<file path="src/rtl/irqc_pkg.sv">
package irqc_pkg;

  // word indices of the register map (byte offset / 4)
  localparam int IX_PEND_BASIC = 0;
  localparam int IX_PEND_B1    = 1;
  localparam int IX_PEND_B2    = 2;
  localparam int IX_FIQ        = 3;
  localparam int IX_SET_B1     = 4;
  localparam int IX_SET_B2     = 5;
  localparam int IX_SET_BASIC  = 6;
  localparam int IX_CLR_B1     = 7;
  localparam int IX_CLR_B2     = 8;
  localparam int IX_CLR_BASIC  = 9;

  // number of bank bits mirrored into the direct pending word
  localparam int SC1_N = 5;
  localparam int SC2_N = 6;

  function automatic int sc1_bit(input int i);
    case (i)
      0:       return 7;
      1:       return 9;
      2:       return 10;
      3:       return 18;
      default: return 19;
    endcase
  endfunction

  function automatic int sc2_bit(input int i);
    if (i < 5) return 21 + i;
    return 30;
  endfunction

  function automatic bit is_sc1(input int b);
    for (int i = 0; i < SC1_N; i++)
      if (sc1_bit(i) == b) return 1'b1;
    return 1'b0;
  endfunction

  function automatic bit is_sc2(input int b);
    for (int i = 0; i < SC2_N; i++)
      if (sc2_bit(i) == b) return 1'b1;
    return 1'b0;
  endfunction

  typedef struct packed {
    logic set_basic;
    logic set_b1;
    logic set_b2;
    logic clr_basic;
    logic clr_b1;
    logic clr_b2;
    logic fiq_wr;
  } wr_stb_t;

endpackage

</file>
<file path="src/rtl/irqc_rst_sync.sv">
module irqc_rst_sync #(
  parameter int STAGES = 2
) (
  input  logic clk,
  input  logic rst_n,
  output logic rst_sync_n
);

  logic [STAGES-1:0] sync_q;
  logic [STAGES-1:0] sync_d;

  always_comb begin
    sync_d = {sync_q[STAGES-2:0], 1'b1};
  end

  always_ff @(posedge clk or negedge rst_n) begin
    if (!rst_n) sync_q <= '0;
    else        sync_q <= sync_d;
  end

  assign rst_sync_n = sync_q[STAGES-1];

endmodule

</file>
<file path="src/rtl/irqc_en_group.sv">
module irqc_en_group #(
  parameter int W = 8
) (
  input  logic         clk,
  input  logic         rst_n,
  input  logic         set_stb,
  input  logic         clr_stb,
  input  logic [W-1:0] wbits,
  output logic [W-1:0] en
);

  logic [W-1:0] en_d;
  logic         en_ce;

  always_comb begin
    en_ce = set_stb | clr_stb;
    en_d  = en;
    if (set_stb)      en_d = en | wbits;
    else if (clr_stb) en_d = en & ~wbits;
  end

  always_ff @(posedge clk or negedge rst_n) begin
    if (!rst_n)     en <= '0;
    else if (en_ce) en <= en_d;
  end


  en_set_chk: assert property (@(posedge clk) disable iff (!rst_n)
    set_stb |=> ((en & $past(wbits)) == $past(wbits)));


  en_clr_chk: assert property (@(posedge clk) disable iff (!rst_n)
    clr_stb |=> ((en & $past(wbits)) == '0));


  en_keep_chk: assert property (@(posedge clk) disable iff (!rst_n)
    (set_stb || clr_stb) |=> ((en & ~$past(wbits)) == ($past(en) & ~$past(wbits))));


  en_hold_chk: assert property (@(posedge clk) disable iff (!rst_n)
    !(set_stb || clr_stb) |=> $stable(en));

endmodule

</file>
<file path="src/rtl/irqc_pend_map.sv">
module irqc_pend_map import irqc_pkg::*; #(
  parameter int BASIC_N = 8,
  parameter int BANK_N  = 32,
  parameter int DATA_W  = 32
) (
  input  logic [BASIC_N-1:0] src_basic,
  input  logic [BANK_N-1:0]  src_b1,
  input  logic [BANK_N-1:0]  src_b2,
  input  logic [BASIC_N-1:0] en_basic,
  input  logic [BANK_N-1:0]  en_b1,
  input  logic [BANK_N-1:0]  en_b2,
  output logic [DATA_W-1:0]  pend_basic,
  output logic [BANK_N-1:0]  pend_b1,
  output logic [BANK_N-1:0]  pend_b2,
  output logic               pend_any
);

  localparam int SUM1_POS = BASIC_N;
  localparam int SUM2_POS = BASIC_N + 1;
  localparam int SC1_BASE = BASIC_N + 2;
  localparam int SC2_BASE = SC1_BASE + SC1_N;
  localparam int USED_W   = SC2_BASE + SC2_N;

  logic [BANK_N-1:0] b1_direct;
  logic [BANK_N-1:0] b2_direct;

  assign pend_b1 = src_b1 & en_b1;
  assign pend_b2 = src_b2 & en_b2;

  // bank bits that have no shortcut copy feed the summary flags
  for (genvar j = 0; j < BANK_N; j++) begin : g_direct
    if (is_sc1(j)) begin : g_b1_sc
      assign b1_direct[j] = 1'b0;
    end else begin : g_b1_plain
      assign b1_direct[j] = pend_b1[j];
    end
    if (is_sc2(j)) begin : g_b2_sc
      assign b2_direct[j] = 1'b0;
    end else begin : g_b2_plain
      assign b2_direct[j] = pend_b2[j];
    end
  end

  assign pend_basic[BASIC_N-1:0] = src_basic & en_basic;
  assign pend_basic[SUM1_POS]    = |b1_direct;
  assign pend_basic[SUM2_POS]    = |b2_direct;

  for (genvar i = 0; i < SC1_N; i++) begin : g_sc1
    assign pend_basic[SC1_BASE+i] = pend_b1[sc1_bit(i)];
  end

  for (genvar i = 0; i < SC2_N; i++) begin : g_sc2
    assign pend_basic[SC2_BASE+i] = pend_b2[sc2_bit(i)];
  end

  if (DATA_W > USED_W) begin : g_pad
    assign pend_basic[DATA_W-1:USED_W] = '0;
  end

  assign pend_any = |pend_basic[USED_W-1:0];

endmodule

</file>
<file path="src/rtl/irq_bank_ctrl.sv">
module irq_bank_ctrl import irqc_pkg::*; #(
  parameter int BASIC_N = 8,
  parameter int BANK_N  = 32,
  parameter int DATA_W  = 32,
  parameter int IDX_W   = 4
) (
  input  logic               clk,
  input  logic               rst_n,
  input  logic               wr_en,
  input  logic [IDX_W-1:0]   reg_word,
  input  logic [DATA_W-1:0]  wr_data,
  output logic [DATA_W-1:0]  rd_data,
  input  logic [BASIC_N-1:0] src_basic,
  input  logic [BANK_N-1:0]  src_bank1,
  input  logic [BANK_N-1:0]  src_bank2,
  output logic               cpu_irq
);

  logic              rst_i_n;
  wr_stb_t           stb;
  logic [BASIC_N-1:0] en_basic;
  logic [BANK_N-1:0]  en_b1;
  logic [BANK_N-1:0]  en_b2;
  logic [DATA_W-1:0]  pend_basic;
  logic [BANK_N-1:0]  pend_b1;
  logic [BANK_N-1:0]  pend_b2;
  logic               pend_any;
  logic [DATA_W-1:0]  fiq_q;
  logic [DATA_W-1:0]  fiq_d;
  logic               irq_d;

  irqc_rst_sync #(.STAGES(2)) u_rst (
    .clk        (clk),
    .rst_n      (rst_n),
    .rst_sync_n (rst_i_n)
  );

  // write decode
  always_comb begin
    stb           = '0;
    stb.set_b1    = wr_en && (reg_word == IDX_W'(IX_SET_B1));
    stb.set_b2    = wr_en && (reg_word == IDX_W'(IX_SET_B2));
    stb.set_basic = wr_en && (reg_word == IDX_W'(IX_SET_BASIC));
    stb.clr_b1    = wr_en && (reg_word == IDX_W'(IX_CLR_B1));
    stb.clr_b2    = wr_en && (reg_word == IDX_W'(IX_CLR_B2));
    stb.clr_basic = wr_en && (reg_word == IDX_W'(IX_CLR_BASIC));
    stb.fiq_wr    = wr_en && (reg_word == IDX_W'(IX_FIQ));
  end

  irqc_en_group #(.W(BASIC_N)) u_en_basic (
    .clk     (clk),
    .rst_n   (rst_i_n),
    .set_stb (stb.set_basic),
    .clr_stb (stb.clr_basic),
    .wbits   (wr_data[BASIC_N-1:0]),
    .en      (en_basic)
  );

  irqc_en_group #(.W(BANK_N)) u_en_b1 (
    .clk     (clk),
    .rst_n   (rst_i_n),
    .set_stb (stb.set_b1),
    .clr_stb (stb.clr_b1),
    .wbits   (wr_data[BANK_N-1:0]),
    .en      (en_b1)
  );

  irqc_en_group #(.W(BANK_N)) u_en_b2 (
    .clk     (clk),
    .rst_n   (rst_i_n),
    .set_stb (stb.set_b2),
    .clr_stb (stb.clr_b2),
    .wbits   (wr_data[BANK_N-1:0]),
    .en      (en_b2)
  );

  irqc_pend_map #(
    .BASIC_N (BASIC_N),
    .BANK_N  (BANK_N),
    .DATA_W  (DATA_W)
  ) u_pend (
    .src_basic  (src_basic),
    .src_b1     (src_bank1),
    .src_b2     (src_bank2),
    .en_basic   (en_basic),
    .en_b1      (en_b1),
    .en_b2      (en_b2),
    .pend_basic (pend_basic),
    .pend_b1    (pend_b1),
    .pend_b2    (pend_b2),
    .pend_any   (pend_any)
  );

  // fast-routing word: storage only
  always_comb begin
    fiq_d = wr_data;
  end

  always_ff @(posedge clk or negedge rst_i_n) begin
    if (!rst_i_n)        fiq_q <= '0;
    else if (stb.fiq_wr) fiq_q <= fiq_d;
  end

  // aggregate request, one register stage
  always_comb begin
    irq_d = pend_any;
  end

  always_ff @(posedge clk or negedge rst_i_n) begin
    if (!rst_i_n) cpu_irq <= 1'b0;
    else          cpu_irq <= irq_d;
  end

  // read mux
  always_comb begin
    rd_data = '0;
    case (reg_word)
      IDX_W'(IX_PEND_BASIC): rd_data = pend_basic;
      IDX_W'(IX_PEND_B1):    rd_data[BANK_N-1:0] = pend_b1;
      IDX_W'(IX_PEND_B2):    rd_data[BANK_N-1:0] = pend_b2;
      IDX_W'(IX_FIQ):        rd_data = fiq_q;
      IDX_W'(IX_SET_B1),
      IDX_W'(IX_CLR_B1):     rd_data[BANK_N-1:0] = en_b1;
      IDX_W'(IX_SET_B2),
      IDX_W'(IX_CLR_B2):     rd_data[BANK_N-1:0] = en_b2;
      IDX_W'(IX_SET_BASIC),
      IDX_W'(IX_CLR_BASIC):  rd_data[BASIC_N-1:0] = en_basic;
      default:               rd_data = '0;
    endcase
  end


  irq_lag_chk: assert property (@(posedge clk) disable iff (!rst_i_n)
    1'b1 |=> (cpu_irq == $past(pend_any)));


  sum1_src_chk: assert property (@(posedge clk) disable iff (!rst_i_n)
    pend_basic[BASIC_N] |-> ((src_bank1 & en_b1) != '0));


  fiq_hold_chk: assert property (@(posedge clk) disable iff (!rst_i_n)
    !stb.fiq_wr |=> $stable(fiq_q));

endmodule

</file>
<file path="config.mk">
export PLATFORM = sky130hd
export DESIGN_NAME = irq_bank_ctrl
export DESIGN_NICKNAME = d
export VERILOG_FILES = /design/src/rtl/irqc_pkg.sv /design/src/rtl/irqc_rst_sync.sv /design/src/rtl/irqc_en_group.sv /design/src/rtl/irqc_pend_map.sv /design/src/rtl/irq_bank_ctrl.sv
export SDC_FILE = /design/constraint.sdc
export NUM_CORES = 1
export LEC_CHECK = 0
export BUFFER_PORTS_ARGS = -buffer_cell sky130_fd_sc_hd__buf_2
export CAP_MARGIN = 5
export CORE_AREA = 2 2 105 107
export DETAILED_ROUTE_END_ITERATION = 8
export DIE_AREA = 0 0 107 109
export MAX_ROUTING_LAYER = met4
export PLACE_DENSITY_LB_ADDON = 0.2
export SETUP_SLACK_MARGIN = 0.2
export SLEW_MARGIN = 20
export SYNTH_ARGS = -nofsm -noshare
export SYNTH_HDL_FRONTEND = slang
export SYNTH_SLANG_ARGS = --single-unit
</file>
<file path="constraint.sdc">
create_clock -name clk -period 7.6 [get_ports clk]
set_input_delay 0.76 -clock clk [delete_from_list [all_inputs] [get_ports clk]]
set_output_delay 0.76 -clock clk [all_outputs]
set_load 0.01 [all_outputs]
</file>
==> impl_metrics.ini <==
[timing]
post-route-period-util_pct = 46.1
hold_viol = 0
tightest_slew_ns = 0.991
drv_slew = 0
slew_headroom_pct = 33.8
setup_slack_ns = 4.10
final.setup.tns_ns = 0
fin_skew_ns = 0.0150
setup_viol = 0
grt_setup_unrepaired = false
finalCriticalPeriod_ns = 3.50
max_freq_mhz = 286

[clock_network]
insertion_delay_ns = 0.37
clock-sinks = 107
numCtsBuffers = 9
post_cts_resized = 0
cts_root_buf = clkbuf_8
cts_setup_buffers = 0
clockBufferDepth = 2
cts_htree_levels = 3
cts_tree = built
hold_buffers = 0
cts.reportedPaths.clkPinSlew_ns = 0.11

[yosys]
ys.flop_type = dfrtp_1
async_reset_ff_share_pct = 100
synth_common_cells = 120 x nand2_1, 107 x dfrtp_1, 87 x mux2_2
synth.area.top_cells = dfrtp_1 45%, mux2_2 16%, nand2_1 7.6%, a22oi_1 3.9%, mux2_4 3.3%
yosys.area.top_type_share_pct = 45.0
synth_warnings = 0
yosys.area.top_type = dfrtp_1
netlist_instances = 571
ys_ff_latch = 107
ys_types = 41
ys_seq_area_share_pct = 45.0
synthesis.nets = 682
syn_avg_cell_area_um2 = 10.4
synth_area_mm2 = 0.00595
synth_edf_count = 0
yosysMostFrequentCell = nand2_1

[finish]
final_util_pct = 65.6
antennaDiodeCount = 0
drive_above_1_share_pct = 39.6
fill_cells = 890
nets = 810
synthToLayoutAreaGrowth_pct = 17.0

[power]
pwr-share-clk_pct = 27.2
pwr-share-seq_pct = 55.2
p_comb_share_pct = 17.7
cellPowerDensity_mw_per_mm2 = 177
p_sw_share_pct = 30.1
power.leakage_nw = 3.41
power_switching_mw = 0.372
max-vdd-ir-drop_v = 0.0000887
internal_power_mw = 0.861

[setup_path]
cp-end-kind = primary output
crit_arrival_ns = 2.74
r2r_cells = 5
slowest_stage = a21oi_4
cp-start-kind = input pin
path_common_cell = buf_2
cp_max_fo = 33
critPathRequiredTime_ns = 6.84
path_class = input pin to primary output
path_cells = buf_2 > or3b_4 > a21oi_4 > a21oi_1 > o221ai_1 > buf_2
reg2reg_slack_ns = 5.38
slowest_delay_ns = 0.79
r2r_end = cpu_irq$_DFF_PN0_

[drt]
drc = 0
drtIter0Drc = 492
viasPerCell = 6.49
drt_wl_total_um = 18900
vias = 5474
wl_per_cell_um = 22.4
antenna_left = 0
firstDrtPassIters = 8

[global_route]
grt.overflow.total = 0
grt_usage_pct = 33.9
antenna_found_initial = 0
grt_pass1_wl_um = 29300
grt_pass1_vias = 5490
grt_max_degree = 57

[floorplan]
dieHeight_um = 109
initial_core_util_pct = 56.1
die_w_um = 107
ios = 144
row_count = 38
core_mm2 = 0.0106
die-area_mm2 = 0.0117

[job]
max_cap_viol_count = 0

[place]
portBuffers = 143
dp_hpwl_um = 13200
preCtsSetupSlack_ns = 3.97
routabilityCongestion = 0.914

[status]
status = complete, no violations

[hold_path]
hp-class = input pin to asynchronous set/reset pin
routing by layer:
layer	vias to the layer above	track usage [%]	share of wire (%)
met2	360	53.7	47
met5	-	-	0
met3	46	6.10	10
met4	0	11.6	2.6
met1	2685	44.4	40
li1	2383	-	-
layout by cell type, fill, tap and decap left out, drive strengths merged, types with 3 or more instances in the layout:
| master | count |
|---|---|
| a32oi | 17 |
| a32o | 6 |
| buf | 153 |
| nand3 | 21 |
| a21oi | 19 |
| mux2 | 104 |
| a31oi | 4 |
| a221o | 11 |
| a221oi | 11 |
| and3 | 5 |
| a21o | 7 |
| dfrtp | 107 |
| nand2 | 120 |
| nand2b | 4 |
| inv | 21 |
| o21ai | 8 |
| a22o | 8 |
| o221ai | 5 |
| and2 | 3 |
| nand4 | 9 |
| nor2 | 3 |
| a22oi | 31 |
| clkbuf | 9 |
logic make-up (layout without fill, tap and decap cells):
group / after synthesis / count (layout) / synth area share [%]
compound gates: 130 / 130 / 17.1
buf+inv: 54 / 187 / 4.21
flops: 107 / 107 / 45.0
other cells: 1 / 1 / 0.0631
simple gates: 175 / 175 / 13.0
mux: 104 / 104 / 20.5
layout make-up:
cell class              count  area (um2)  share of cell area (%)
clock buffers               9         124                    1.78
clock inverters             7        57.6                   0.827
inverters                  18        67.6                   0.971
multi-input cells         410        3060                    44.0
flip-flops and latches    107        2680                    38.6
well taps                 140         175                    2.52
repair buffers            153         791                    11.4
worst max path at each step:
stage                         startpoint                         end
4_1_cts                      reg_word[3]                 rd_data[15]
6_report                     reg_word[3]                 rd_data[15]
3_3_place_gp                 reg_word[3]                    register
3_5_place_dp                 reg_word[3]                    register
2_1_floorplan  u_rst.sync_q[1]$_DFF_PN0_  asynchronous set/reset pin
5_1_grt                      reg_word[3]                 rd_data[15]
worst max-delay path: cells and delay by family:
family	cells	cell delay [ns]
AOI/OAI and AO/OA	3	1.15
and+or+nand+nor	1	0.42
buffers and inverters	2	0.39
power by group through the flow:
stage,registers (mW),logic [mW],clock network (mW)
2_1_floorplan,0.678,0.121,0
3_3_place_gp,0.687,0.208,0
3_5_place_dp,0.691,0.215,0
4_1_cts,0.679,0.216,0.335
5_1_grt,0.689,0.234,0.358
6_report,0.680,0.218,0.335
through the flow:
step | instance area [um2] | total power [mW] | hold WS (ns) | std cells
floorplan | 5950 | 0.800 | 0.331 | 571
global placement | 6770 | 0.895 | 0.343 | 828
detailed placement | 6770 | 0.906 | 0.339 | 828
CTS | 6960 | 1.23 | 0.143 | 844
global route | 6960 | 1.28 | 0.132 | 844
finish | 6960 | 1.23 | 0.150 | 844
Note: power is estimated with default switching activity, not from simulation.
